File: src/rtl/cfgMemPkg.sv
package cfgMemPkg;

  // strobes from control to datapath, valid for one clock edge
  typedef struct packed {
    logic step;    // advance address and load the next bit
    logic finish;  // last address has been consumed
  } ctlStrobes_t;

  // content rule: parity of (address xor seed)
  function automatic logic contentBit(input logic [31:0] seed,
                                      input logic [31:0] addr);
    return ^(addr ^ seed);
  endfunction

endpackage

File: src/rtl/cfgMemPath.sv
module cfgMemPath
  import cfgMemPkg::*;
#(
  parameter int          DEPTH = 48,
  parameter logic [31:0] SEED  = 32'h0,
  parameter int          AW    = 6
) (
  input  logic          clk,
  input  logic          resetActive,
  input  ctlStrobes_t   strb,
  output logic [AW-1:0] curAddr,
  output logic          atLast,
  output logic          dataBit
);

  localparam logic [AW-1:0] LAST_ADDR = AW'(DEPTH - 1);

  function automatic logic [DEPTH-1:0] buildContent();
    logic [DEPTH-1:0] v;
    for (int i = 0; i < DEPTH; i++) v[i] = contentBit(SEED, 32'(i));
    return v;
  endfunction

  localparam logic [DEPTH-1:0] CONTENT = buildContent();

  logic [AW-1:0] nextAddr;
  assign nextAddr = curAddr + AW'(1);
  assign atLast   = (curAddr == LAST_ADDR);

  always_ff @(posedge clk or posedge resetActive) begin
    if (resetActive) begin
      curAddr <= '0;
      dataBit <= CONTENT[0];
    end else if (strb.step) begin
      curAddr <= nextAddr;
      dataBit <= CONTENT[nextAddr];
    end
  end

endmodule

File: src/rtl/cfgMemCtrl.sv
module cfgMemCtrl
  import cfgMemPkg::*;
(
  input  logic        clk,
  input  logic        resetActive,
  input  logic        ceN,
  input  logic        atLast,
  output ctlStrobes_t strb,
  output logic        pastTc,
  output logic        dataDrive,
  output logic        ceoN
);

  logic active;
  assign active = !resetActive && !ceN;

  always_comb begin
    strb.step   = active && !pastTc && !atLast;
    strb.finish = active && !pastTc && atLast;
  end

  always_ff @(posedge clk or posedge resetActive) begin
    if (resetActive) pastTc <= 1'b0;
    else if (strb.finish) pastTc <= 1'b1;
  end

  assign dataDrive = active && !pastTc;
  assign ceoN      = !(active && pastTc);

endmodule

File: src/rtl/cfgSerialMem.sv
module cfgSerialMem
  import cfgMemPkg::*;
#(
  parameter int          DEPTH           = 48,
  parameter bit          RST_ACTIVE_HIGH = 1'b1,
  parameter logic [31:0] SEED            = 32'h0
) (
  input  logic clk,
  input  logic rstOe,
  input  logic ceN,
  output logic dataOut,
  output logic dataDrive,
  output logic ceoN
);

  localparam int AW = (DEPTH > 1) ? $clog2(DEPTH) : 1;

  logic          resetActive;
  ctlStrobes_t   strb;
  logic [AW-1:0] curAddr;
  logic          atLast;
  logic          dataBit;
  logic          pastTc;

  generate
    if (RST_ACTIVE_HIGH) begin : g_rstHigh
      assign resetActive = rstOe;
    end else begin : g_rstLow
      assign resetActive = !rstOe;
    end
  endgenerate

  cfgMemCtrl u_ctrl (
    .clk        (clk),
    .resetActive(resetActive),
    .ceN        (ceN),
    .atLast     (atLast),
    .strb       (strb),
    .pastTc     (pastTc),
    .dataDrive  (dataDrive),
    .ceoN       (ceoN)
  );

  cfgMemPath #(.DEPTH(DEPTH), .SEED(SEED), .AW(AW)) u_path (
    .clk        (clk),
    .resetActive(resetActive),
    .strb       (strb),
    .curAddr    (curAddr),
    .atLast     (atLast),
    .dataBit    (dataBit)
  );

  assign dataOut = dataBit & dataDrive;

endmodule

File: config.mk
export PLATFORM = sky130hd
export DESIGN_NAME = cfgSerialMem
export DESIGN_NICKNAME = d
export VERILOG_FILES = /design/src/rtl/cfgMemPkg.sv /design/src/rtl/cfgMemPath.sv /design/src/rtl/cfgMemCtrl.sv /design/src/rtl/cfgSerialMem.sv
export SDC_FILE = /design/constraint.sdc
export NUM_CORES = 1
export LEC_CHECK = 0
export ABC_AREA = 1
export BUFFER_PORTS_ARGS = -buffer_cell sky130_fd_sc_hd__buf_2
export CAP_MARGIN = 5
export CORE_AREA = 2 2 39 41
export DETAILED_ROUTE_END_ITERATION = 7
export DIE_AREA = 0 0 41 43
export PLACE_DENSITY = 0.72
export SLEW_MARGIN = 20
export SYNTH_ARGS = -nofsm -noshare
export SYNTH_HDL_FRONTEND = slang
export SYNTH_HIERARCHICAL = 1
export SYNTH_SLANG_ARGS = --single-unit
File: constraint.sdc
create_clock -name clk -period 1.91 [get_ports clk]
set_clock_uncertainty 0.2 [all_clocks]
set_input_delay 0.191 -clock clk [delete_from_list [all_inputs] [get_ports clk]]
set_output_delay 0.191 -clock clk [all_outputs]
set_load 0.02 [all_outputs]
# [Word-level counts from Yosys, hierarchy flattened]
# Memory sizes are Yosys's and may differ from the RTL's. A register that Yosys moved wholly into a read port is not among the register bits.
# Index checks and enable logic that the tools add are counted.
[classes] n_addsub=1 mul=0 n_div=0 n_lt_le_gt_ge=0 n_eq_ne=1 shift=0 n_mux=0 n_bitwise=1 reduce_logical=10
[ops] cell="$add 6x1->6 const B" count=1
[ops] cell="$eq 6x6->1 const B" count=1
[ops] cell="$logic_and 1x1->1" count=5
[ops] cell="$logic_not 1->1" count=5
[ops] cell="$and 1x1->1" count=1
[totals] reg_bits=7 latchBits=0 ram_bits=0 romBits=64 input_bits=3 mem_count=1
[mem_list] name="(name not given)" words=64 word_bits=1 rd=1 rd_clocked_by_memory_dff=1 write_ports=0 line_no="cfgMemPath.sv:36" text="dataBit <= CONTENT[nextAddr];"

# [Depth between registers and ports, before layout]
[depth] ltp_word=4 mapped_depth=11

# [Cells and area by module]
# The synthesis kept the hierarchy.
[modules_own_cells] mod="cfgMemPath" n_inst=1 cells_each=73 area_each_um2=471.7 seq_area_each_um2=175.2
[modules_own_cells] mod="cfgMemCtrl" n_inst=1 cells_each=11 area_each_um2=92.6 seq_area_each_um2=25.0
[modules_own_cells] mod="cfgSerialMem" n_inst=1 cells_each=2 area_each_um2=7.5 seq_area_each_um2=0.0

# [Worst setup path before layout]
# OpenSTA, ideal clock, no wires.
[synth_timing] path_kind="reg2reg" from="reg u_path.curAddr[0]" to="reg u_path.curAddr[1]" setup_ns=0.128 arrival_time_ns=1.330 slack_ns=0.251 path_stages_with_launch=7 path_buffers=0 period_less_slack_ns=1.659 cell_sequence="dfrtp_1 -> ha_1 -> nand3_1 -> nor3_1 -> nor2_2 -> inv_1 -> o21ai_0"
[synth_lines] element="from (decl)" line_no="cfgMemPath.sv:11" text="output logic [AW-1:0] curAddr,"
[synth_lines] element="from (signal assigned)" line_no="cfgMemPath.sv:35" text="curAddr <= nextAddr;"

==> key figures <==
Status
  • Outcome: complete, no violations

Worst setup path
  • Worst-path cell chain: ha_1 > nand3_1 > nor3_4 > nor2_4 > inv_1 > o21ai_0
  • Critical path's slowest cell: sky130_fd_sc_hd__dfrtp_1
  • Register-to-register setup slack: 160 ps
  • Beginning of the critical path: u_path/curAddr[1]
  • Kind of end point of the critical path: flip-flop
  • Cells on worst reg2reg path: 6
  • Critical path fanouts, max: 7
  • WS Path Type: flip-flop to flip-flop
  • Startpoint of the worst-slack reg-to-reg timing path: u_path/curAddr[1]
  • Critical Path Start Type: flip-flop
  • Worst endpoint data arrival time: 1670 ps
  • Required time reported for the critical path endpoint: 1830 ps
  • Crit path largest cell delay: 390 ps
  • Endpoint of the lowest-slack register-to-register path: u_path/curAddr[1]

Placement
  • Port Buffer Count: 5
  • Area of placed instances: 618 um^2
  • Final Wtd Congestion: 0.712
  • Half-perimeter wire length after detailed placement: 844 um

Clocking
  • Number of sinks driven by the clock tree: 8
  • Worst-path clk slew: 50 ps
  • Count of H-tree levels built during CTS: 1
  • CTS max path bufs: 2
  • Clock latency of the later-clocked register in the worst-skew pair: 240 ps
  • Cell chosen for the clock root: sky130_fd_sc_hd__clkbuf_4
  • TritonCTS buffer count: 3
  • Clock tree from TritonCTS: yes

Flow run
  • Number of max-cap violations: 0

Detailed routing
  • Router iterations before antenna repair: 3
  • Post-DR wirelength/cell: 9.80 um
  • Iteration-0 DRC count of the detailed router: 6
  • Total number of vias: 515
  • Routed WL: 1090 um
  • Vias/cell: 4.64
  • Count of unresolved DRC violations after routing: 0
  • Antenna Nets Post-Route: 0

Finish
  • Ant diodes: 0
  • Final cell area excluding filler cells: 667 um^2
  • Final design utilization: 48.2%
  • Area growth from synthesis to layout: 17.9%
  • Layout net count: 101
  • Fraction of layout instances using a drive strength above 1: 20.0%

STA
  • Count of pins over their slew limit: 0
  • Peak Freq: 0.572 GHz
  • Setup repair after global routing missed its margin: no
  • Slew at the pin with the worst max-slew slack: 274 ps
  • Hold slack: 74.5 ps
  • Final sum of negative setup slack: 0 ps
  • Period minus WS final: 1750 ps
  • Final setup vio count: 0
  • Worst-case headroom to the max-slew limit: 81.7%
  • Final hold violation count: 0
  • Final worst-path cycle share: 91.5%

Power
  • Power density of the placed cells: 1510 mW/mm^2
  • Maximum VDD drop: 0.825 mV
  • Leakage power: 0.000367 uW

Min path
  • Worst min-delay path startpoint: ceN
  • Worst Hold End: u_ctrl/pastTc
  • Worst min path class: primary input to flip-flop
  • Hold Path Depth: 4

Die
  • Core outline area: 0.00138 mm^2
  • Initial Utilization: 40.9%
  • Die X-Extent: 41 um
  • Height of the chip: 43 um
  • Site row count: 14
  • Full die area: 0.00176 mm^2
  • Top-level I/O count: 6

Yosys
  • Post-synthesis instance area: 566 um^2
  • Gate count of the mapped netlist: 85
  • Mean area per synthesized cell: 6.65 um^2
  • Synth Warn #: 6
  • Synthesized net count: 89

Global routing
  • Total gr overflow: 0
  • Initial antenna violation count: 0
  • Vias in the first global route: 482
  • Global-route usage over all layers: 15.5%
  • Pin count of the biggest net entering global routing: 8
  • Wire length of the first global-routing pass: 1860 um
-- cell usage in the layout, fill, tap and decap left out --
| cell type | n |
|---|---|
| sky130_fd_sc_hd__nand2_1 | 37 |
| sky130_fd_sc_hd__inv_1 | 13 |
| sky130_fd_sc_hd__dfrtp_1 | 8 |
| sky130_fd_sc_hd__buf_2 | 5 |
| sky130_fd_sc_hd__o21ai_0 | 5 |
| sky130_fd_sc_hd__nand3_1 | 4 |
| sky130_fd_sc_hd__clkbuf_4 | 3 |
| sky130_fd_sc_hd__nand2_2 | 3 |
| sky130_fd_sc_hd__inv_2 | 2 |
| sky130_fd_sc_hd__xor2_1 | 2 |
| sky130_fd_sc_hd__dlygate4sd3_1 | 1 |
| sky130_fd_sc_hd__nand3b_4 | 1 |
| sky130_fd_sc_hd__o21bai_2 | 1 |
| sky130_fd_sc_hd__nor2_4 | 1 |
| sky130_fd_sc_hd__nand4_1 | 1 |
| sky130_fd_sc_hd__nand3_2 | 1 |
| sky130_fd_sc_hd__clkinv_1 | 1 |
| sky130_fd_sc_hd__o21ai_1 | 1 |
| sky130_fd_sc_hd__nor2_1 | 1 |
| sky130_fd_sc_hd__a21oi_1 | 1 |
| sky130_fd_sc_hd__nor3_4 | 1 |
| sky130_fd_sc_hd__ha_1 | 1 |
| sky130_fd_sc_hd__buf_4 | 1 |
-- layer usage --
| metal | GRT usage (%) | vias up | part of all wire, % |
|---|---|---|---|
| li1 | - | 280 | - |
| met1 | 18.3 | 229 | 47 |
| met2 | 25.0 | 6 | 51 |
| met3 | 6.28 | 0 | 2.0 |
| met4 | 4.00 | 0 | 0 |
| met5 | 0 | - | 0 |
-- sequential cells by signal, indices dropped and copies added (netlist names) --
| signal | flops |
|---|---|
| u_path/curAddr | 6 |
| u_ctrl/pastTc | 1 |
| u_path/dataBit | 1 |
-- metrics by stage --
step                      instances  total power, uW  setup WS (ps)
final                           111             1010            162
after global routing            111             1140           4.59
after CTS                       111             1010           79.5
after detailed placement        107              878           87.2
after global placement          107              853           84.8
after floorplan                  85              757            251
-- power by group --
part / switching, uW / internal, uW / total [uW] / leakage (uW)
Sequential: 76.0 / 238 / 314 / 0.000101
Combinational: 356 / 213 / 569 / 0.000252
Clock: 51.5 / 71.5 / 123 / 0.0000138
Total: 483 / 522 / 1010 / 0.000367
-- worst max-delay path, delay by kind of cell, from the launching register on --
family / cells / cell delay, ps
AND/OR/NAND/NOR: 3 / 500
flip-flops: 1 / 390
adder cells (fa/ha/maj): 1 / 240
buffers and inverters: 1 / 170
AO/OA/AOI/OAI: 1 / 120
-- cell type report --
class                      instances  area (um^2)
tap                               16         20.0
clock buffer                       3         22.5
timing repair buffer               7         42.5
inverter                          16         60.1
multi-input combinational         61          322
sequential                         8          200
fill                             143          717
-- worst max-delay path by stage --
stage                   endpoint  slack (ps)  cells past startpoint
2_1_floorplan  u_path/curAddr[1]         250                      6
5_1_grt           u_path/dataBit           5                      8
3_5_place_dp   u_path/curAddr[2]          90                      6
4_1_cts        u_path/curAddr[2]          80                      6
3_3_place_gp   u_path/curAddr[1]          80                      7
6_report       u_path/curAddr[1]         160                      6
-- what timing repair did --
item	4_1_cts	5_1_grt
resized for setup	0	3
hold buffers	1	0
setup endpoints to repair	0	4
hold endpoints to repair	8	0
buffers inserted	0	0
Note: power is estimated with default switching activity, not from simulation.
